--- config.mk ---
export PLATFORM = sky130hd
export DESIGN_NAME = card_slot_ctrl
export DESIGN_NICKNAME = d
export VERILOG_FILES = /design/src/rtl/cslot_pkg.sv /design/src/rtl/cslot_ctrl.sv /design/src/rtl/cslot_datapath.sv /design/src/rtl/card_slot_ctrl.sv
export SDC_FILE = /design/constraint.sdc
export NUM_CORES = 1
export LEC_CHECK = 0
export BUFFER_PORTS_ARGS = -buffer_cell sky130_fd_sc_hd__buf_2
export CORE_AREA = 4 4 43 45
export CTS_CLUSTER_DIAMETER = 100
export DETAILED_ROUTE_END_ITERATION = 16
export DIE_AREA = 0 0 47 49
export PLACE_DENSITY = 0.89
export SETUP_SLACK_MARGIN = 0.2
export SYNTH_ARGS = -nofsm -noshare
export SYNTH_HDL_FRONTEND = slang
export SYNTH_SLANG_ARGS = --single-unit
--- constraint.sdc ---
create_clock -name clk -period 2 [get_ports clk]
set_input_delay 0.2 -clock clk [delete_from_list [all_inputs] [get_ports clk]]
set_output_delay 0.2 -clock clk [all_outputs]
set_load 0.02 [all_outputs]
--- src/rtl/cslot_pkg.sv ---
package cslot_pkg;
  typedef enum logic [1:0] {
    SPACE_COMMON = 2'b00,
    SPACE_IO     = 2'b01,
    SPACE_CONFIG = 2'b10
  } spaceKind_e;

  typedef enum logic [1:0] {
    RD_NONE  = 2'd0,
    RD_SPACE = 2'd1,
    RD_POWER = 2'd2,
    RD_ID    = 2'd3
  } rdSel_e;

  typedef struct packed {
    logic   wrSpace;
    logic   wrPower;
    rdSel_e rdSel;
  } ctrlStrobes_t;
endpackage

--- src/rtl/cslot_ctrl.sv ---
module cslot_ctrl
  import cslot_pkg::*;
#(
  parameter int ADDR_W     = 3,
  parameter int SPACE_ADDR = 0,
  parameter int POWER_ADDR = 6,
  parameter int ID_ADDR    = 7
) (
  input  logic              clk,
  input  logic              rstN,
  input  logic              wrEn,
  input  logic [ADDR_W-1:0] addr,
  output ctrlStrobes_t      strb
);
  always_comb begin
    strb.wrSpace = wrEn && (addr == ADDR_W'(SPACE_ADDR));
    strb.wrPower = wrEn && (addr == ADDR_W'(POWER_ADDR));
    if (addr == ADDR_W'(SPACE_ADDR))      strb.rdSel = RD_SPACE;
    else if (addr == ADDR_W'(POWER_ADDR)) strb.rdSel = RD_POWER;
    else if (addr == ADDR_W'(ID_ADDR))    strb.rdSel = RD_ID;
    else                                  strb.rdSel = RD_NONE;
  end

  // at most one register is written per cycle
  assert_one_write_R12: assert property (@(posedge clk) disable iff (!rstN)
    $onehot0({strb.wrSpace, strb.wrPower}));
  // the identification address never produces a write strobe
  assert_id_readonly_R10: assert property (@(posedge clk) disable iff (!rstN)
    (strb.rdSel == RD_ID) |-> !(strb.wrSpace || strb.wrPower));
endmodule

--- src/rtl/cslot_datapath.sv ---
module cslot_datapath
  import cslot_pkg::*;
#(
  parameter int         DATA_W  = 16,
  parameter logic [3:0] ID_CODE = 4'b0010
) (
  input  logic              clk,
  input  logic              rstN,
  input  ctrlStrobes_t      strb,
  input  logic [DATA_W-1:0] wrData,
  output logic [DATA_W-1:0] rdData,
  output logic [1:0]        spaceSel,
  output logic              regStrobeN,
  output logic [1:0]        vccSel,
  output logic              vppToVcc,
  output logic              outEnable,
  output logic              cardResetPin,
  output logic              vccGood
);
  localparam int SPACE_KEEP = 3;
  localparam int POWER_KEEP = 5;
  localparam int ID_LSB     = 4;

  logic [SPACE_KEEP-1:0] spaceReg;
  logic [POWER_KEEP-1:0] powerReg;
  logic                  unusedHiBits;

  assign unusedHiBits = ^wrData[DATA_W-1:POWER_KEEP];

  always_ff @(posedge clk or negedge rstN) begin
    if (!rstN) begin
      spaceReg <= '0;
      powerReg <= '0;
    end else begin
      if (strb.wrSpace) spaceReg <= wrData[SPACE_KEEP-1:0];
      if (strb.wrPower) powerReg <= wrData[POWER_KEEP-1:0];
    end
  end

  // space decode: bit 2 is deliberately ignored
  always_comb begin
    unique case (spaceReg[1:0])
      2'b00:   spaceSel = SPACE_COMMON;
      2'b01:   spaceSel = SPACE_IO;
      default: spaceSel = SPACE_CONFIG;
    endcase
    regStrobeN = (spaceReg[1:0] == 2'b00);
  end

  // power decode
  always_comb begin
    unique case (powerReg[3:2])
      2'b01:   vccSel = 2'b01;
      2'b10:   vccSel = 2'b10;
      default: vccSel = 2'b00;
    endcase
    vppToVcc     = powerReg[4];
    outEnable    = powerReg[1];
    cardResetPin = powerReg[1] && !powerReg[0];
    vccGood      = powerReg[1] && (vccSel != 2'b00);
  end

  always_comb begin
    rdData = '0;
    unique case (strb.rdSel)
      RD_SPACE: rdData[SPACE_KEEP-1:0] = spaceReg;
      RD_POWER: rdData[POWER_KEEP-1:0] = powerReg;
      RD_ID:    rdData[ID_LSB+3:ID_LSB] = ID_CODE;
      default:  rdData = '0;
    endcase
  end

  assert_space_store_R2: assert property (@(posedge clk) disable iff (!rstN)
    strb.wrSpace |=> spaceReg == $past(wrData[SPACE_KEEP-1:0]));
  assert_power_hold_R12: assert property (@(posedge clk) disable iff (!rstN)
    !strb.wrPower |=> $stable(powerReg));
  assert_reg_level_R3: assert property (@(posedge clk) disable iff (!rstN)
    regStrobeN == (spaceSel == SPACE_COMMON));
  assert_vcc_legal_R6: assert property (@(posedge clk) disable iff (!rstN)
    vccSel != 2'b11);
  assert_reset_gate_R8: assert property (@(posedge clk) disable iff (!rstN)
    cardResetPin |-> outEnable);
  assert_good_flag_R11: assert property (@(posedge clk) disable iff (!rstN)
    vccGood |-> (outEnable && vccSel != 2'b00));
endmodule

--- src/rtl/card_slot_ctrl.sv ---
module card_slot_ctrl
  import cslot_pkg::*;
#(
  parameter int         DATA_W     = 16,
  parameter int         ADDR_W     = 3,
  parameter int         SPACE_ADDR = 0,
  parameter int         POWER_ADDR = 6,
  parameter int         ID_ADDR    = 7,
  parameter logic [3:0] ID_CODE    = 4'b0010
) (
  input  logic              clk,
  input  logic              rstN,
  input  logic              wrEn,
  input  logic [ADDR_W-1:0] addr,
  input  logic [DATA_W-1:0] wrData,
  output logic [DATA_W-1:0] rdData,
  output logic [1:0]        spaceSel,
  output logic              regStrobeN,
  output logic [1:0]        vccSel,
  output logic              vppToVcc,
  output logic              outEnable,
  output logic              cardResetPin,
  output logic              vccGood
);
  ctrlStrobes_t strb;

  cslot_ctrl #(
    .ADDR_W(ADDR_W), .SPACE_ADDR(SPACE_ADDR),
    .POWER_ADDR(POWER_ADDR), .ID_ADDR(ID_ADDR)
  ) uCtrl (
    .clk(clk), .rstN(rstN), .wrEn(wrEn), .addr(addr), .strb(strb)
  );

  cslot_datapath #(.DATA_W(DATA_W), .ID_CODE(ID_CODE)) uData (
    .clk(clk), .rstN(rstN), .strb(strb), .wrData(wrData), .rdData(rdData),
    .spaceSel(spaceSel), .regStrobeN(regStrobeN), .vccSel(vccSel),
    .vppToVcc(vppToVcc), .outEnable(outEnable),
    .cardResetPin(cardResetPin), .vccGood(vccGood)
  );
endmodule

# After elaboration in Yosys (flattened, before gate mapping)
# Index checks and enable logic that the tools add are counted.
[totals]
register_bits = 8
word_cells = 27
[classes]
eq_ne = 8
mux = 9
reduce_logical = 8
[op_table]
columns = ["op", "n"]
rows = [
  ["$pmux W2 S2", 2],
  ["$eq A2 B1 Y1 const B", 3],
  ["$eq A2 B2 Y1 const B", 3],
  ["$eq A3 B3 Y1 const B", 2],
  ["$mux W2", 3],
  ["$pmux W3 S2", 1],
  ["$logic_and A1 B1 Y1", 4],
  ["$logic_not A3 Y1", 1],
  ["$mux W1", 3],
  ["$logic_not A2 Y1", 1],
  ["$reduce_bool A2 Y1", 1],
  ["$logic_not A1 Y1", 1],
]

# Depth between registers and ports, before layout
# Gate-level depths: netlist of the first run.
[logic_depth]
ltp_word = 6
mapped_depth = 3
depth_no_buf = 3

# Cells and area by module
# From an unflattened synthesis of the first run, not the netlist that was laid out.
[hier_totals]
cells_unflattened = 56
area_unflattened_um2 = 553.0
[by_module_without_submodules]
columns = ["mod", "instances", "cells_per_inst", "area_each_um2", "seq_area_each_um2"]
rows = [
  ["cslot_datapath", 1, 51, 514.2, 200.2],
  ["cslot_ctrl", 1, 5, 38.8, 0.0],
]

# Worst setup path before layout of the first run
# No wires, ideal clock.
[synth_path]
kind = "register to output"
from = "register uData.spaceReg[1]"
to = "output rdData[1]"
arrival_ps = 1080
path_slack_ps = 720
path_stages_with_launch = 3
path_buffers = 0
cell_sequence = "dfrtp_1 or3b_1 a21oi_1"
[synth_between]
elab_chain_cells = 1
[synth_lines]
columns = ["item", "line", "text"]
rows = [
  ["start: declaration", "cslot_datapath.sv:24", "logic [SPACE_KEEP-1:0] spaceReg;"],
  ["start signal: assignment", "cslot_datapath.sv:35", "if (strb.wrSpace) spaceReg <= wrData[SPACE_KEEP-1:0];"],
  ["$pmux W3 S2", "cslot_datapath.sv:65", "unique case (strb.rdSel)"],
  ["end: declaration", "card_slot_ctrl.sv:16", "output logic [DATA_W-1:0] rdData,"],
]
# Every way passes these cells.

# Worst setup path in the final report of the first run
# Ends and elaborated chain as after synthesis.

==> results by group, run 1 <==
Drt
  – Final wirelength: 1020 um
  – Vias: approximately 430
  – DR vias/cell: around 4.6
  – Number of remaining DRC errors: 0
  – Drt first-iter violations: 2
  – Antenna-violating nets left: 0
  – Routed length per instance: 10.8 um
  – Pre-Repair DR Iteration Count: 4

Synthesis
  – Synthesized area: approximately 570 um^2
  – Sequential fraction of the synthesis area: 0.349
  – Synth Register Bits: 8
  – Synthesis warning total: 0
  – Synthesized instance count: 53
  – Avg Synthesized Cell Area: between 10 and 15 um^2
  – Yosys cell types: 19

STA
  – RSZ-0062 raised after global routing: no
  – Endpoints failing setup: 0
  – Setup_tns: 0 ns
  – Achievable Freq: 666 MHz
  – Hold Violations, Final: 0
  – Period utilisation layout: 0.751
  – Post-layout min period: around 1.5 ns
  – Setup Skew: 0 ns
  – Final setup margin: 0.498 ns
  – Final Slew Violations: 0

Floorplanning
  – Chip Height: 49 um
  – Starting density of the core: 0.390
  – FP Rows: 14
  – Die Wd: between 40 and 50 um
  – Io pins: 47
  – Core Footprint: about 0.0015 mm^2
  – Die area: 0.00230 mm^2

Clock tree
  – TritonCTS Buffers: 3
  – Clk Tree Root Cell: clkbuf_4
  – Post-CTS Setup Bufs: 0
  – Post-CTS Resized: 0
  – Worst-path clk slew: approximately 0.05 ns
  – Clock Latency Late Sink: about 0.24 ns
  – Clk buf depth: 2
  – H-tree depth: 1
  – CTS tree: built
  – Clock sink count: 8

Placed design
  – Pre-CTS setup slack: between 0.7 and 0.8 ns
  – Gp weighted congestion: 0.712
  – Placed Cells: 90
  – Buffers on Ports: 25
  – DP Area: around 660 um^2

Worst hold path
  – Hold Path Class: input pin to register

Final layout
  – Layout cells sized above 1: 0.500
  – Layout Nets: approximately 100
  – Syn-to-layout area delta: 19.8%
  – Diode count: 0
  – Commonest non-fill, non-tap cell in the layout: buf_2
  – Fin util: 0.468
  – Commonest cells after routing, fill and taps aside: 25 x buf_2, 10 x conb_1, 8 x mux2_2, 8 x dfrtp_1
  – Layout Cells excl Fill: 94
  – Finished Cell Area: a little under 700 um^2

Run
  – Max_cap viols: 0

Global routing
  – Met1 Usage GRT: 0.116
  – Met3 GRT Util: 0.0111
  – Global route overflow: 0
  – GR Util met2: 0.179
  – Number of global-route vias before repair: ~420
  – Global-route wire length before repair: 1770 um
  – Global Route Usage Sum: 0.103
  – Pin count of the biggest net entering global routing: 11
  – Initial antenna violation count: 0
  – GRT busiest layer: met2

Critical path
  – Crit Path Category: register to output pin
  – Max Fanout on Critical Path: 5
  – CP max stage cell: dfrtp_1
  – Slowest cell delay on critical path: about 0.38 ns
  – CP delay by family, top: flip-flops
  – Setup crit start kind: register
  – Worst Path Required: approximately 1.8 ns
  – Worst path cell trace: or3b_1 > a21oi_1 > buf_2
  – Crit path arrival time: between 1 and 1.5 ns
  – CP endpoint kind: output pin
  – Worst path bufs/invs: 1
  – R2R Setup Slk: approximately 1.2 ns

Status
  – Outcome: completed

Pwr
  – Clock share of power: 0.195
  – Sequential power share: 0.395
  – Internal power: 0.361 mW
  – Sw Pwr: between 0.2 and 0.25 mW
  – Maximum vdd drop: between 400 and 500 uV
  – Comb power frac: 0.410
  – Net Sw Frac: 0.372
  – PD cells: approximately 840 mW/mm^2
  – Leak pwr: around 0.37 nW
state kept, by name, indices dropped and copies added (netlist names):
name	cells
uData.spaceReg	3
uData.powerReg	5
layout make-up:
class | count | area (um^2)
Tap cell | 16 | 20.0
Sequential cell | 8 | 200
Timing Repair Buffer | 26 | 135
Multi-Input combinational cell | 39 | 303
Clock buffer | 3 | 22.5
Inverter | 2 | 7.51
Fill cell | 143 | 783
power by group through the flow:
stage               logic, mW  clock network, mW  registers [mW]
floorplan               0.177                  0           0.234
global placement        0.233                  0           0.228
detailed placement      0.238                  0           0.231
CTS                     0.240              0.120           0.228
global route            0.259              0.130           0.234
finish                  0.236              0.112           0.227
through the flow:
| stage | hold slack, ns | power (mW) |
|---|---|---|
| floorplan | -0.0956 | 0.411 |
| global placement | 0.0477 | 0.462 |
| detailed placement | 0.0496 | 0.468 |
| CTS | 0.181 | 0.587 |
| global route | 0.186 | 0.622 |
| finish | 0.190 | 0.575 |
cell usage after synthesis:
cell type / instances / area, um^2
buf_4: 11 / 82.6
dfrtp_1: 8 / 200
mux2_2: 8 / 90.1
a21oi_1: 3 / 15.0
nand3_1: 3 / 15.0
nor2b_1: 3 / 18.8
or3b_1: 3 / 26.3
ha_1: 2 / 25.0
inv_1: 2 / 7.51
and3_2: 1 / 7.51
buf_6: 1 / 11.3
clkbuf_1: 1 / 3.75
conb_1: 1 / 3.75
nand2_1: 1 / 3.75
nand4b_4: 1 / 23.8
nor2_1: 1 / 3.75
nor3_1: 1 / 5.00
nor3b_1: 1 / 7.51
nor4b_4: 1 / 23.8
what timing repair did:
| action | in CTS | in global routing |
|---|---|---|
| hold buffers | 1 | 0 |
| hold endpoints to repair | 8 | 0 |
| setup endpoints to repair | 0 | 0 |
worst paths after layout:
| check | startpoint | end | cells past startpoint |
|---|---|---|---|
| hold / removal | wrData[4] | uData.powerReg[4] | 2 |
| hold reg to reg | uData.spaceReg[2] | uData.spaceReg[2] | 1 |
| setup / recovery | uData.spaceReg[1] | rdData[1] | 3 |
| min in group asynchronous | rstN | uData.spaceReg[1] | 2 |
| max in group asynchronous | rstN | uData.powerReg[2] | 2 |
| setup reg to reg | uData.powerReg[2] | uData.powerReg[2] | 1 |
logic make-up (layout without fill, tap and decap cells):
kind of cell / after synthesis / count (layout) / synth area share
AND/OR/NAND/NOR: 16 / 16 / 0.235
buffers and inverters: 15 / 31 / 0.183
multiplexers: 8 / 8 / 0.157
flip-flops: 8 / 8 / 0.349
AO/OA/AOI/OAI: 3 / 3 / 0.0261
adder cells (fa/ha/maj): 2 / 2 / 0.0436
other: 1 / 10 / 0.00653
layer usage:
layer  wire [um]  up-vias
li1            -      210
met5           0        -
met4           0        0
met1         372      198
met2         575       21
met3          67        0
Note: power is estimated with default switching activity, not from simulation.
==> run 2: changes to the inputs <==
Settings changed: CORE_AREA 4 4 43 45 to 4 4 47 49, DIE_AREA 0 0 47 49 to 0 0 51 53, PLACE_DENSITY 0.89 to 0.79.
Clock period 2 ns to 1.3 ns, I/O delays scaled along.
==> run 2 against run 1 <==
Against the previous run: routed wire length up 24%; clock skew stayed put; clock-buffer cell count is the same; core utilization fell by 1.5 points; the flow now finishes with violations (negative setup slack); sequential share of layout area is 5.4 points lower; global-route usage about the same; non-clock buffer count up 5; setup slack got worse by 0.57 ns; first-iteration DRC count increased by 50%.
==> results by group, run 2 (synthesis results as in run 1) <==
Status
  – Outcome: complete, but fails checks
  – Failing checks: negative setup slack

STA
  – RSZ-0062 raised after global routing: yes
  – Final setup margin: -0.0678 ns (-0.565 ns)
  – Setup Skew: 0 ns (unchanged)
  – Period utilisation layout: 1.05
  – Setup_tns: -0.173 ns (-0.173 ns)
  – Achievable Freq: 731 MHz
  – Endpoints failing setup: 3 (+3)
  – Hold Violations, Final: 0 (unchanged)
  – Post-layout min period: about 1.4 ns
  – Final Slew Violations: 0 (unchanged)

Floorplanning
  – Chip Height: 53 um (+8.2%)
  – FP Rows: 16 (+2)
  – Die area: 0.00270 mm^2 (+17%)
  – Io pins: 47 (unchanged)
  – Core Footprint: 0.00186 mm^2 (+27%)
  – Die Wd: 51 um (+8.5%)
  – Starting density of the core: 0.308 (-0.0818)

Run
  – Max_cap viols: 0 (unchanged)

Pwr
  – PD cells: 1320 mW/mm^2 (+58%)
  – Total design power: 1.11 mW (+94%)
  – Leak pwr: 0.411 nW (+10%)
  – Maximum vdd drop: 756 uV (+74%)

Drt
  – Final wirelength: 1260 um (+24%)
  – Routed length per instance: 11.4 um (+5.8%)
  – Vias: 450 (+4.9%)
  – Antenna-violating nets left: 0 (unchanged)
  – DR vias/cell: 4.09 (-10%)
  – Pre-Repair DR Iteration Count: 4 (unchanged)
  – Number of remaining DRC errors: 0 (unchanged)
  – Drt first-iter violations: 3 (+1)

Global routing
  – Number of global-route vias before repair: 445 (+5.5%)
  – Pin count of the biggest net entering global routing: 11 (unchanged)
  – Initial antenna violation count: 0 (unchanged)
  – Global-route wire length before repair: 1960 um (+10%)
  – Global route overflow: 0 (unchanged)
  – Global Route Usage Sum: 0.103 (-0.000135)

Final layout
  – Layout cells sized above 1: 0.651 (+0.151)
  – Layout Nets: 109 (+4.8%)
  – Syn-to-layout area delta: 46.8%
  – Register area: 200 um^2 (unchanged)
  – Commonest cells after routing, fill and taps aside: 15 x buf_2, 10 x conb_1, 9 x buf_4
  – Largest register by flop count: uData.powerReg
  – Commonest non-fill, non-tap cell in the layout: buf_2
  – Max FFs per register: 5 (unchanged)
  – Diode count: 0 (unchanged)
  – Area of the multi-input gates: 359 um^2 (+19%)
  – Finished Cell Area: 843 um^2 (+23%)
  – Largest registers: uData.powerReg: 5 flops, uData.spaceReg: 3 flops
  – Fillers: 175 (+22%)

Critical path
  – Max Fanout on Critical Path: 2 (-3)
  – Crit Path Category: register to output pin
  – CP endpoint kind: output pin
  – FF-to-FF path depth: 3 (+2)
  – R2R Setup Slk: 0.31 ns (-0.90 ns)
  – Crit path arrival time: 1.24 ns (-0.06 ns)
  – Setup crit start kind: register
  – Worst Path Required: 1.17 ns (-0.63 ns)
  – R2R Path Start: uData.spaceReg[0]
  – FF-to-FF End: uData.spaceReg[0]

Worst hold path
  – Hold path depth: 2 (unchanged)
  – Hold wc startpoint: wrData[3]
  – Hold Path Class: input pin to register
  – Hold EP: uData.powerReg[3]

Clock tree
  – Worst-path clk slew: 0.05 ns (about the same)
  – Clk Tree Root Cell: clkbuf_4
  – Clock sink count: 8 (unchanged)
  – CTS tree: built
  – TritonCTS Buffers: 3 (unchanged)
  – Clk buf depth: 2 (unchanged)
  – H-tree depth: 1 (unchanged)
  – Clock Latency Late Sink: 0.26 ns (+0.02 ns)

Placed design
  – Gp weighted congestion: 0.678 (-4.7%)
  – DP Area: 696 um^2 (+6.1%)
  – Buffers on Ports: 25 (unchanged)
==> run 2: cell types whose count changed in the layout (fill, tap and decap cells not counted), sizes merged <==
cell	change
buf	+5
==> run 2: how the worst max path moves through the flow <==
stage	startpoint	end	slack (ns)	depth (start not counted)
floorplan	uData.spaceReg[1]	rdData[1]	0.18	2
global placement	addr[2]	uData.spaceReg[0]	0.12	3
detailed placement	addr[2]	uData.spaceReg[0]	0.10	3
CTS	uData.spaceReg[0]	rdData[0]	-0.08	3
global route	uData.spaceReg[0]	rdData[0]	-0.14	3
finish	uData.spaceReg[0]	rdData[0]	-0.07	3
==> run 2: report_power, final <==
group          switching (mW)  internal, mW
clock                  0.0873         0.106
sequential             0.0414         0.305
combinational           0.285         0.288
total                   0.414         0.699
==> run 2: metrics by stage <==
step | utilization | instances | hold slack, ns | setup WS, ns
floorplan | - | 62 | -0.166 | 0.185
global placement | 0.374 | 102 | -0.0244 | 0.124
detailed placement | 0.374 | 102 | -0.0206 | 0.105
CTS | 0.425 | 108 | 0.0921 | -0.0803
global route | 0.453 | 110 | 0.107 | -0.137
finish | 0.453 | 110 | 0.101 | -0.0678
==> run 2: critical path: stages (launching register included) <==
cell and delay, ns:
dfrtp_1 0.35, or3b_1 0.36, a21oi_2 0.12, buf_4 0.15
==> run 2: timing repair <==
action	in CTS	in global routing
setup endpoints to repair	10	10
resized for setup	15	10
hold buffers	1	0
hold endpoints to repair	8	0
pin swaps	5	1
setup buffers	2	2
==> run 2: final cells by class <==
class | count | share of cell area
Tap cell | 27 | 0.0401
Clock buffer | 3 | 0.0267
Sequential cell | 8 | 0.237
Timing Repair Buffer | 31 | 0.261
Inverter | 2 | 0.00890
Multi-Input combinational cell | 39 | 0.426
==> run 2: metal layers <==
| layer | up-vias | global-route usage | share of wire |
|---|---|---|---|
| met4 | 0 | 0.0807 | 0.023 |
| li1 | 222 | - | - |
| met2 | 23 | 0.195 | 0.55 |
| met5 | - | 0 | 0 |
| met1 | 202 | 0.0942 | 0.34 |
| met3 | 3 | 0.0225 | 0.090 |
